## src/rtl/gw_mode_pkg.sv

```systemverilog
package gw_mode_pkg;

    localparam int STATE_W = 3;
    localparam int CMD_W   = 3;

    typedef enum logic [STATE_W-1:0] {
        ST_INIT   = 3'd0,
        ST_IDLE   = 3'd1,
        ST_CFGING = 3'd2,
        ST_CFGD   = 3'd3,
        ST_OPRDY  = 3'd4,
        ST_STOP   = 3'd5,
        ST_ERROR  = 3'd6,
        ST_FATAL  = 3'd7
    } gw_state_e;

    localparam logic [CMD_W-1:0] CMD_CONFIGURE = 3'd1;
    localparam logic [CMD_W-1:0] CMD_IDLE      = 3'd2;
    localparam logic [CMD_W-1:0] CMD_STARTOP   = 3'd3;
    localparam logic [CMD_W-1:0] CMD_STOPOP    = 3'd4;
    localparam logic [CMD_W-1:0] CMD_RECOVER   = 3'd5;

    typedef struct packed {
        logic      hit;
        gw_state_e target;
    } gw_cmd_res_t;

endpackage

```

## src/rtl/gw_cmd_check.sv

```systemverilog
module gw_cmd_check
    import gw_mode_pkg::*;
(
    input  gw_state_e              state_i,
    input  logic                   climb_i,
    input  logic                   cmd_valid_i,
    input  logic [CMD_W-1:0]       cmd_i,
    output gw_cmd_res_t            res_o,
    output logic                   bad_o
);

    always_comb begin
        res_o.hit    = 1'b0;
        res_o.target = state_i;
        if (cmd_valid_i) begin
            unique case (state_i)
                ST_IDLE: begin
                    if (!climb_i && cmd_i == CMD_CONFIGURE) begin
                        res_o.hit    = 1'b1;
                        res_o.target = ST_CFGING;
                    end
                end
                ST_CFGD: begin
                    if (!climb_i) begin
                        if (cmd_i == CMD_CONFIGURE) begin
                            res_o.hit    = 1'b1;
                            res_o.target = ST_CFGING;
                        end else if (cmd_i == CMD_IDLE) begin
                            res_o.hit    = 1'b1;
                            res_o.target = ST_IDLE;
                        end else if (cmd_i == CMD_STARTOP) begin
                            res_o.hit    = 1'b1;
                            res_o.target = ST_OPRDY;
                        end
                    end
                end
                ST_OPRDY: begin
                    if (cmd_i == CMD_STOPOP) begin
                        res_o.hit    = 1'b1;
                        res_o.target = ST_STOP;
                    end
                end
                ST_ERROR: begin
                    if (cmd_i == CMD_RECOVER) begin
                        res_o.hit    = 1'b1;
                        res_o.target = ST_IDLE;
                    end
                end
                default: begin
                    res_o.hit    = 1'b0;
                    res_o.target = state_i;
                end
            endcase
        end
    end

    assign bad_o = cmd_valid_i && !res_o.hit;

endmodule

```

## src/rtl/gw_mode_fsm.sv

```systemverilog
module gw_mode_fsm
    import gw_mode_pkg::*;
(
    input  logic        clk,
    input  logic        rst_n,
    input  logic        init_done_i,
    input  logic        init_ok_i,
    input  logic        cfg_done_i,
    input  logic        fatal_err_i,
    input  logic        severe_err_i,
    input  logic        autorec_en_i,
    input  gw_cmd_res_t res_i,
    output gw_state_e   state_o,
    output gw_state_e   nxt_o,
    output logic        climb_o,
    output logic        override_o
);

    gw_state_e state_q, state_n;
    logic      climb_q, climb_n;

    assign override_o = fatal_err_i || (severe_err_i && state_q != ST_FATAL);

    always_comb begin
        state_n = state_q;
        climb_n = climb_q;
        if (state_q != ST_FATAL && fatal_err_i) begin
            state_n = ST_FATAL;
            climb_n = 1'b0;
        end else if (state_q != ST_FATAL && severe_err_i) begin
            state_n = ST_ERROR;
            climb_n = 1'b0;
        end else begin
            unique case (state_q)
                ST_INIT:   if (init_done_i) state_n = init_ok_i ? ST_IDLE : ST_FATAL;
                ST_IDLE: begin
                    if (climb_q)        state_n = ST_CFGING;
                    else if (res_i.hit) state_n = res_i.target;
                end
                ST_CFGING: if (cfg_done_i) state_n = ST_CFGD;
                ST_CFGD: begin
                    if (climb_q) begin
                        state_n = ST_OPRDY;
                        climb_n = 1'b0;
                    end else if (res_i.hit) begin
                        state_n = res_i.target;
                    end
                end
                ST_OPRDY:  if (res_i.hit) state_n = res_i.target;
                ST_STOP:   state_n = ST_CFGD;
                ST_ERROR: begin
                    if (autorec_en_i) begin
                        state_n = ST_IDLE;
                        climb_n = 1'b1;
                    end else if (res_i.hit) begin
                        state_n = res_i.target;
                    end
                end
                ST_FATAL:  state_n = ST_FATAL;
                default:   state_n = ST_FATAL;
            endcase
        end
    end

    always_ff @(posedge clk or negedge rst_n) begin
        if (!rst_n) begin
            state_q <= ST_INIT;
            climb_q <= 1'b0;
        end else begin
            state_q <= state_n;
            climb_q <= climb_n;
        end
    end

    assign state_o = state_q;
    assign nxt_o   = state_n;
    assign climb_o = climb_q;

    assert_fatal_sticky_R3: assert property (@(posedge clk) disable iff (!rst_n)
        state_q == ST_FATAL |=> state_q == ST_FATAL);

    assert_severe_to_error_R8: assert property (@(posedge clk) disable iff (!rst_n)
        (severe_err_i && !fatal_err_i && state_q != ST_FATAL) |=> state_q == ST_ERROR);

    assert_fatal_wins_R8: assert property (@(posedge clk) disable iff (!rst_n)
        fatal_err_i |=> state_q == ST_FATAL);

    assert_stop_leaves_R7: assert property (@(posedge clk) disable iff (!rst_n)
        state_q == ST_STOP |=> (state_q == ST_CFGD || state_q == ST_ERROR || state_q == ST_FATAL));

    assert_idle_only_cfg_R4: assert property (@(posedge clk) disable iff (!rst_n)
        (state_q == ST_IDLE && !climb_q && !fatal_err_i && !severe_err_i &&
         !(res_i.hit)) |=> state_q == ST_IDLE);

endmodule

```

## src/rtl/gw_mode_out.sv

```systemverilog
module gw_mode_out
    import gw_mode_pkg::*;
(
    input  logic      clk,
    input  logic      rst_n,
    input  gw_state_e nxt_i,
    input  gw_state_e state_i,
    input  logic      bad_i,
    input  logic      override_i,
    output logic      evt_en_o,
    output logic      illegal_o
);

    always_ff @(posedge clk or negedge rst_n) begin
        if (!rst_n) begin
            evt_en_o  <= 1'b0;
            illegal_o <= 1'b0;
        end else begin
            evt_en_o  <= (nxt_i == ST_OPRDY);
            illegal_o <= bad_i && !override_i;
        end
    end

    assert_evt_en_matches_R12: assert property (@(posedge clk) disable iff (!rst_n)
        evt_en_o == (state_i == ST_OPRDY));

endmodule

```

## src/rtl/gw_mode_ctrl.sv

```systemverilog
module gw_mode_ctrl
    import gw_mode_pkg::*;
(
    input  logic               clk,
    input  logic               rst_n,
    input  logic               cmd_valid,
    input  logic [CMD_W-1:0]   cmd_code,
    input  logic               init_done,
    input  logic               init_ok,
    input  logic               cfg_done,
    input  logic               fatal_err,
    input  logic               severe_err,
    input  logic               autorec_en,
    output logic [STATE_W-1:0] mode_state,
    output logic               evt_en,
    output logic               illegal_cmd
);

    gw_state_e   state_w, nxt_w;
    gw_cmd_res_t res_w;
    logic        bad_w, climb_w, override_w;

    gw_cmd_check u_check (
        .state_i     (state_w),
        .climb_i     (climb_w),
        .cmd_valid_i (cmd_valid),
        .cmd_i       (cmd_code),
        .res_o       (res_w),
        .bad_o       (bad_w)
    );

    gw_mode_fsm u_fsm (
        .clk          (clk),
        .rst_n        (rst_n),
        .init_done_i  (init_done),
        .init_ok_i    (init_ok),
        .cfg_done_i   (cfg_done),
        .fatal_err_i  (fatal_err),
        .severe_err_i (severe_err),
        .autorec_en_i (autorec_en),
        .res_i        (res_w),
        .state_o      (state_w),
        .nxt_o        (nxt_w),
        .climb_o      (climb_w),
        .override_o   (override_w)
    );

    gw_mode_out u_out (
        .clk        (clk),
        .rst_n      (rst_n),
        .nxt_i      (nxt_w),
        .state_i    (state_w),
        .bad_i      (bad_w),
        .override_i (override_w),
        .evt_en_o   (evt_en),
        .illegal_o  (illegal_cmd)
    );

    assign mode_state = state_w;

    assert_illegal_follows_cmd_R11: assert property (@(posedge clk) disable iff (!rst_n)
        illegal_cmd |-> $past(cmd_valid));

    assert_init_exit_R2: assert property (@(posedge clk) disable iff (!rst_n)
        (state_w == ST_INIT && init_done && !fatal_err && !severe_err)
        |=> (mode_state == 3'd1 || mode_state == 3'd7));

endmodule

```

## config.mk

```make
export PLATFORM = sky130hd
export DESIGN_NAME = gw_mode_ctrl
export DESIGN_NICKNAME = d
export VERILOG_FILES = /design/src/rtl/gw_mode_pkg.sv /design/src/rtl/gw_cmd_check.sv /design/src/rtl/gw_mode_fsm.sv /design/src/rtl/gw_mode_out.sv /design/src/rtl/gw_mode_ctrl.sv
export SDC_FILE = /design/constraint.sdc
export NUM_CORES = 1
export LEC_CHECK = 0
export BUFFER_PORTS_ARGS = -buffer_cell sky130_fd_sc_hd__clkbuf_2
export CAP_MARGIN = 15
export CELL_PAD_IN_SITES_DETAIL_PLACEMENT = 0
export CELL_PAD_IN_SITES_GLOBAL_PLACEMENT = 2
export CORE_UTILIZATION = 28
export DETAILED_ROUTE_END_ITERATION = 10
export GPL_TIMING_DRIVEN = 0
export PLACE_DENSITY_LB_ADDON = 0.25
export SETUP_SLACK_MARGIN = 0.3
export SYNTH_ARGS = -nofsm -noshare
export SYNTH_HDL_FRONTEND = slang
export SYNTH_SLANG_ARGS = --single-unit
```

## constraint.sdc

```tcl
create_clock -name clk -period 2.4 [get_ports clk]
set_input_delay 0.48 -clock clk [delete_from_list [all_inputs] [get_ports clk]]
set_output_delay 0.48 -clock clk [all_outputs]
set_load 0.02 [all_outputs]
```

After elaboration in Yosys (flattened, before gate mapping) --
Cells that the tools add are included.
Word-level totals: output and inout port bits 5, memory bits (read-only) 0, RAM bits 0, bits in registers 6, memories kept 0, latch bits 0, word-level logic and storage cells 54
Cells by class: $mul 0, mux-type cells 23, reduce and logical (&&, ||, !) cells 12, div/mod/pow operators 0, order comparisons 0, shifts and indexed selects 0, $add $sub $neg 0, eq/ne operators 15, bitwise gates (word level) 0
Operators by type and width (number):
- $mux W4 | 8
- $mux W3 | 9
- $pmux W3 S8 | 1
- $eq A3 B3 Y1 const B | 7
- $pmux W4 S4 | 1
- $eq A3 B2 Y1 const B | 4
- $eq A3 B1 Y1 const B | 2
- $logic_and A1 B1 Y1 | 5
- $ne A4 B2 Y1 const B | 1
- $reduce_bool A4 Y1 | 1
- $logic_not A1 Y1 | 3
- $logic_not A3 Y1 | 1
- $mux W1 | 3
- $ne A3 B3 Y1 const B | 1
- $pmux W1 S2 | 1
- $reduce_and A2 Y1 | 1
- $logic_or A1 B1 Y1 | 1

Logic depth before layout (Yosys ltp) --
depth after elaboration 13, gate-level depth with buffers 6

By module --
Synthesis repeated with hierarchy kept, for this count alone.
Second synthesis, totals: cells, all modules 78, area total of the unflattened synthesis 664.4 um^2
Modules (own cells, without submodules):
- gw_mode_fsm | sequential area each 100.1 um^2, area an instance 362.8 um^2, cells an instance 45, instances 1
- gw_cmd_check | sequential area each 0.0 um^2, area an instance 232.7 um^2, cells an instance 29, instances 1
- gw_mode_out | sequential area each 50.0 um^2, area an instance 68.8 um^2, cells an instance 4, instances 1

Least setup slack after synthesis --
No wires, ideal clock.
kind register to register, start reg u_fsm.state_q[1], in the netlist u_fsm.state_o[1], end reg u_fsm.state_q[1], in the netlist u_fsm.state_o[1], buffers on the path 0, required time 2276 ps, setup slack 631 ps, data arrival time 1644 ps, clock period less this slack 1769 ps, stages on the path, launching flop included 6, path through dfrtp_1 -> or4b_4 -> a21oi_4 -> o21ai_1 -> mux2i_1 -> or2_1
Between the ends: word-level cells in the longest chain between the ends 11, elaborated cells between the ends (all ways) 29, classes of those cells 8 x eq/ne; 18 x mux; 3 x reduce/logical
RTL lines:
- start, declared | line gw_mode_fsm.sv:19 | gw_state_e state_q, state_n;
- start signal, assigned | line gw_mode_fsm.sv:70 | state_q <= state_n;
- $mux W4 | line gw_cmd_check.sv:31 | end else if (cmd_i == CMD_STARTOP) begin
- $mux W4 | line gw_cmd_check.sv:28 | end else if (cmd_i == CMD_IDLE) begin
- $mux W4 | line gw_cmd_check.sv:25 | if (cmd_i == CMD_CONFIGURE) begin
- $mux W4 | line gw_cmd_check.sv:24 | if (!climb_i) begin
- $pmux W4 S4 | line gw_cmd_check.sv:16 | unique case (state_i)
- $mux W4 | line gw_cmd_check.sv:15 | if (cmd_valid_i) begin
- $mux W3
- $mux W3, on equally long branches | line gw_mode_fsm.sv:52, gw_mode_fsm.sv:37, gw_mode_fsm.sv:42
- $pmux W3 S8 | line gw_mode_fsm.sv:34 | unique case (state_q)
- $mux W3 | line gw_mode_fsm.sv:30 | end else if (state_q != ST_FATAL && severe_err_i) begin
- $mux W3 * | line gw_mode_fsm.sv:27 | if (state_q != ST_FATAL && fatal_err_i) begin
- net nxt_w[1] | line gw_mode_ctrl.sv:19 | gw_state_e state_w, nxt_w;
The timed path passes the listed nets; every way through them passes the cells marked *. A chain may end at the register's enable or synchronous reset.

Final worst setup path --
start reg u_fsm.state_q[1], in the netlist u_fsm.state_o[1], end reg u_out.evt_en_o
Between the ends: word-level cells in the longest chain between the ends 12, elaborated cells between the ends (all ways) 30, classes of those cells 9 x eq/ne; 18 x mux; 3 x reduce/logical
RTL lines:
- $mux W4 | line gw_cmd_check.sv:31
- $mux W4 | line gw_cmd_check.sv:28
- $mux W4 | line gw_cmd_check.sv:25
- $mux W4 | line gw_cmd_check.sv:24
- $pmux W4 S4 | line gw_cmd_check.sv:16
- $mux W4 | line gw_cmd_check.sv:15
- $mux W3
- $mux W3, on equally long branches | line gw_mode_fsm.sv:52, gw_mode_fsm.sv:37, gw_mode_fsm.sv:42
- $pmux W3 S8 | line gw_mode_fsm.sv:34
- $mux W3 | line gw_mode_fsm.sv:30
- $mux W3 * | line gw_mode_fsm.sv:27
- $eq A3 B3 Y1 * | line gw_mode_out.sv:19 | evt_en_o <= (nxt_i == ST_OPRDY);
- end signal, assigned | line gw_mode_out.sv:19
- end, declared | line gw_mode_out.sv:10 | output logic evt_en_o,
Mark *: on every way between the ends. The rest lies on a longest branch, timed or not.

==> impl_results.md <==
* Layout cells sized above 1 at 0.2653
* Syn Nets at 91
* Switch share at 0.4771
* EDFF count, synth at 0
* Area delta synth->final at 21.87%
* IO Port Bufs at 16
* IO Pins at 17
* Critical path buffers and inverters at 0
* Simple-gate share of the synthesized area at 0.2843
* N_diodes at 0
* Final min period at 1.848 ns
* Via-to-Cell Ratio at about 5.4
* Slew Limit Fails at 0
* Clock share of power at 0.120
* Gr ovfl total at 0
* HP Class: in2async
* Ys flop type: dfrtp_1
* Final hold vios at 0
* CTS tree: built
* CP peak stage delay at 0.56 ns
* R2r worst-path depth at 5
* Cells after DPL at 122
* Power per cell area at 950.6 mW/mm^2
* Total track usage at 0.1607
* Antenna violations before repair at 0
* Peak supply drop at 0.0004502 V
* Worst r2r src: u_fsm.state_o[1]$_DFF_PN0_
* DRC viols at 0
* Die extent in x at between 40 and 50 um
* DR WL/cell at 13.68 um
* Rel. slew slack at 0.6985
* Commonest non-fill, non-tap cell in the layout: clkbuf_2
* Cells after Synth at between 70 and 80
* Final setup vio count at 0
* First-pass GRT wire length at 3.015 mm
* Startpoint types: flop
* Outcome: complete, no violations
* Post-DP HPWL at 1.369 mm
* Clock sink total at 6
* Final wirelength at 1.710 mm
* Crit path capture type: flop
* Num CTS Buffers at 3
* Synth cell types at 42
* CP arrival at 1.98 ns
* Adder-cell share of the synthesized area at 0
* Gpl congestion at 0.7657
* Compound-gate portion of the synthesized area at 0.3698
* # fillers at 235
* Setup Buffers After CTS at 0
* CP max FO at 5
* Worst-skew pair later-pin latency at 0.24 ns
* Reg2Reg Setup Slack at approximately 0.55 ns
* CP Class: reg2reg
* ANT nets after route at 0
* Register area share after synthesis at 0.2386
* Internal at between 0.3 and 0.4 mW
* Largest net degree at the start of global routing at 11
* Largest family of logic cells by synthesized area: compound AO/OA/AOI/OAI gates
* Mean Syn Cell Area at 7.967 sq um
* #FFs+latches synth at 6
* Number of global-route vias before repair at 663
* Syn Std Cell Area at 629.4 sq um
* FFs w/ async S/R, synth at 1.000
* Comb pwr share at 0.659
* Max cap viols at 0
* Final setup TNS at 0 ns
* Row Count at 16
* Total net switching power at 0.3479 mW
* Layout Nets at 112
* Mux cell area share after synthesis at 0.04771
* CTS Root Buffer Type: clkbuf_4
* Req. time, crit path at 2.53 ns
* Cell Count, Final, Fillers Out at 125
* Most frequent cells in the layout: 17 x clkbuf_2, 7 x a21oi_1, 6 x dfrtp_1
* Die footprint at 0.002441 sq mm
* Core area at between 0.002 and 0.0025 sq mm
* Crit-path slowest cell: or4b_4
* Max Clk Rate at 541.2 MHz
* RSZ-0062 raised after global routing: false
* 1st-pass router iterations at 4
* Slew of the pin with the lowest slew margin at 0.4466 ns
* Vias post-DR at 681
* Die Ht at slightly below 50 um
* Clock-pin slew on the worst setup and hold paths at 0.04 ns
* Initial Util at 0.3082
* Initial DRC Count at 10
* Top cell family by delay on the critical path: simple AND/OR/NAND/NOR gates
* Pleak at 0.3361 nW
* XOR/XNOR Fraction of Synth Area at 0
* Final Skew at 0.0009903 ns
* Flop pwr share at 0.221
* Post-layout util at 0.3756
* CP cell instances: or4b_4, a21oi_4, o21ai_1, mux2i_1, nor4_1
* RR Endpoint: u_out.evt_en_o$_DFF_PN0_
* CTS H-Tree Depth at 1
* Syn. warnings at 0
* Max Buffers Root-to-Sink at 2
* Final Cycle Share at 0.7699
## registers in the layout, summed over array words and instances (netlist names)
signal           count
u_fsm.climb_o        1
u_fsm.state_o        3
u_out.illegal_o      1
u_out.evt_en_o       1
## final cells by class
| class | instances | area, sq um | share of cell area |
|---|---|---|---|
| sequential | 6 | 150.1 | 0.1958 |
| clock buffer | 3 | 22.52 | 0.02936 |
| tap | 27 | 33.78 | 0.04405 |
| multi-input combinational | 64 | 441.7 | 0.5759 |
| timing repair buffer | 16 | 80.08 | 0.1044 |
| inverter | 4 | 15.01 | 0.01958 |
| buffer | 5 | 23.77 | 0.03100 |
## timing repair
item                                    CTS  global route
resized for setup                         0             2
endpoints found under the setup margin    0             2
hold buffers                              0             0
## routing by layer
| metal | GRT usage | share of wire |
|---|---|---|
| met1 | 0.2274 | 0.51 |
| met5 | 0 | 0 |
| met4 | 0.1048 | 0.015 |
| met2 | 0.2146 | 0.44 |
| met3 | 0.03427 | 0.035 |
## kinds of logic (layout without fill, tap and decap cells)
| logic type | Yosys count | count (layout) |
|---|---|---|
| multiplexers | 3 | 3 |
| AND/OR/NAND/NOR | 29 | 29 |
| flip-flops | 6 | 6 |
| buffers and inverters | 9 | 28 |
| AO/OA/AOI/OAI | 32 | 32 |
## power groups by stage
stage / sequential (mW) / clock, mW / combinational [mW]
finish: 0.161 / 0.0874 / 0.481
global route: 0.167 / 0.0971 / 0.540
CTS: 0.161 / 0.0938 / 0.482
detailed placement: 0.162 / 0 / 0.476
global placement: 0.163 / 0 / 0.483
floorplan: 0.185 / 0 / 0.329
## through the flow
stage / power [mW] / area [sq um] / hold WS (ns) / setup WS, ns
floorplan: 0.5138 / 629.4 / 0.1844 / 0.6314
global placement: 0.6465 / 743.2 / 0.3070 / 0.3857
detailed placement: 0.6384 / 743.2 / 0.3082 / 0.3831
CTS: 0.7370 / 765.7 / 0.04716 / 0.4702
global route: 0.8036 / 767.0 / 0.05408 / 0.3498
finish: 0.7291 / 767.0 / 0.05686 / 0.5523
## how the worst max path moves through the flow
stage / start / endpoint / cells after the start
after floorplan: u_fsm.state_o[1]$_DFF_PN0_ / u_fsm.state_o[1]$_DFF_PN0_ / 5
after global placement: cmd_code[1] / u_fsm.state_o[1]$_DFF_PN0_ / 6
after detailed placement: cmd_code[1] / u_out.evt_en_o$_DFF_PN0_ / 6
after CTS: u_fsm.state_o[0]$_DFF_PN0_ / u_out.evt_en_o$_DFF_PN0_ / 5
after global routing: u_fsm.state_o[1]$_DFF_PN0_ / u_out.evt_en_o$_DFF_PN0_ / 6
final: u_fsm.state_o[1]$_DFF_PN0_ / u_out.evt_en_o$_DFF_PN0_ / 5
## cells in the mapped netlist, types with 2 or more instances
cell       number  share of area
a2bb2oi_1       2          0.028
buf_2           3          0.024
nor3_1          2          0.016
nand3_1         4          0.032
nor2b_1         2          0.020
o21ai_0         4          0.032
dfrtp_1         6           0.24
a21o_1          2          0.024
nor2_1          4          0.024
mux2i_1         3          0.048
a21oi_1         7          0.056
nand2_1         2          0.012
and2b_1         2          0.024
nand2b_1        4          0.040
inv_1           4          0.024
o2111ai_1       2          0.028
No activity file was read; power rests on OpenSTA's default activity.
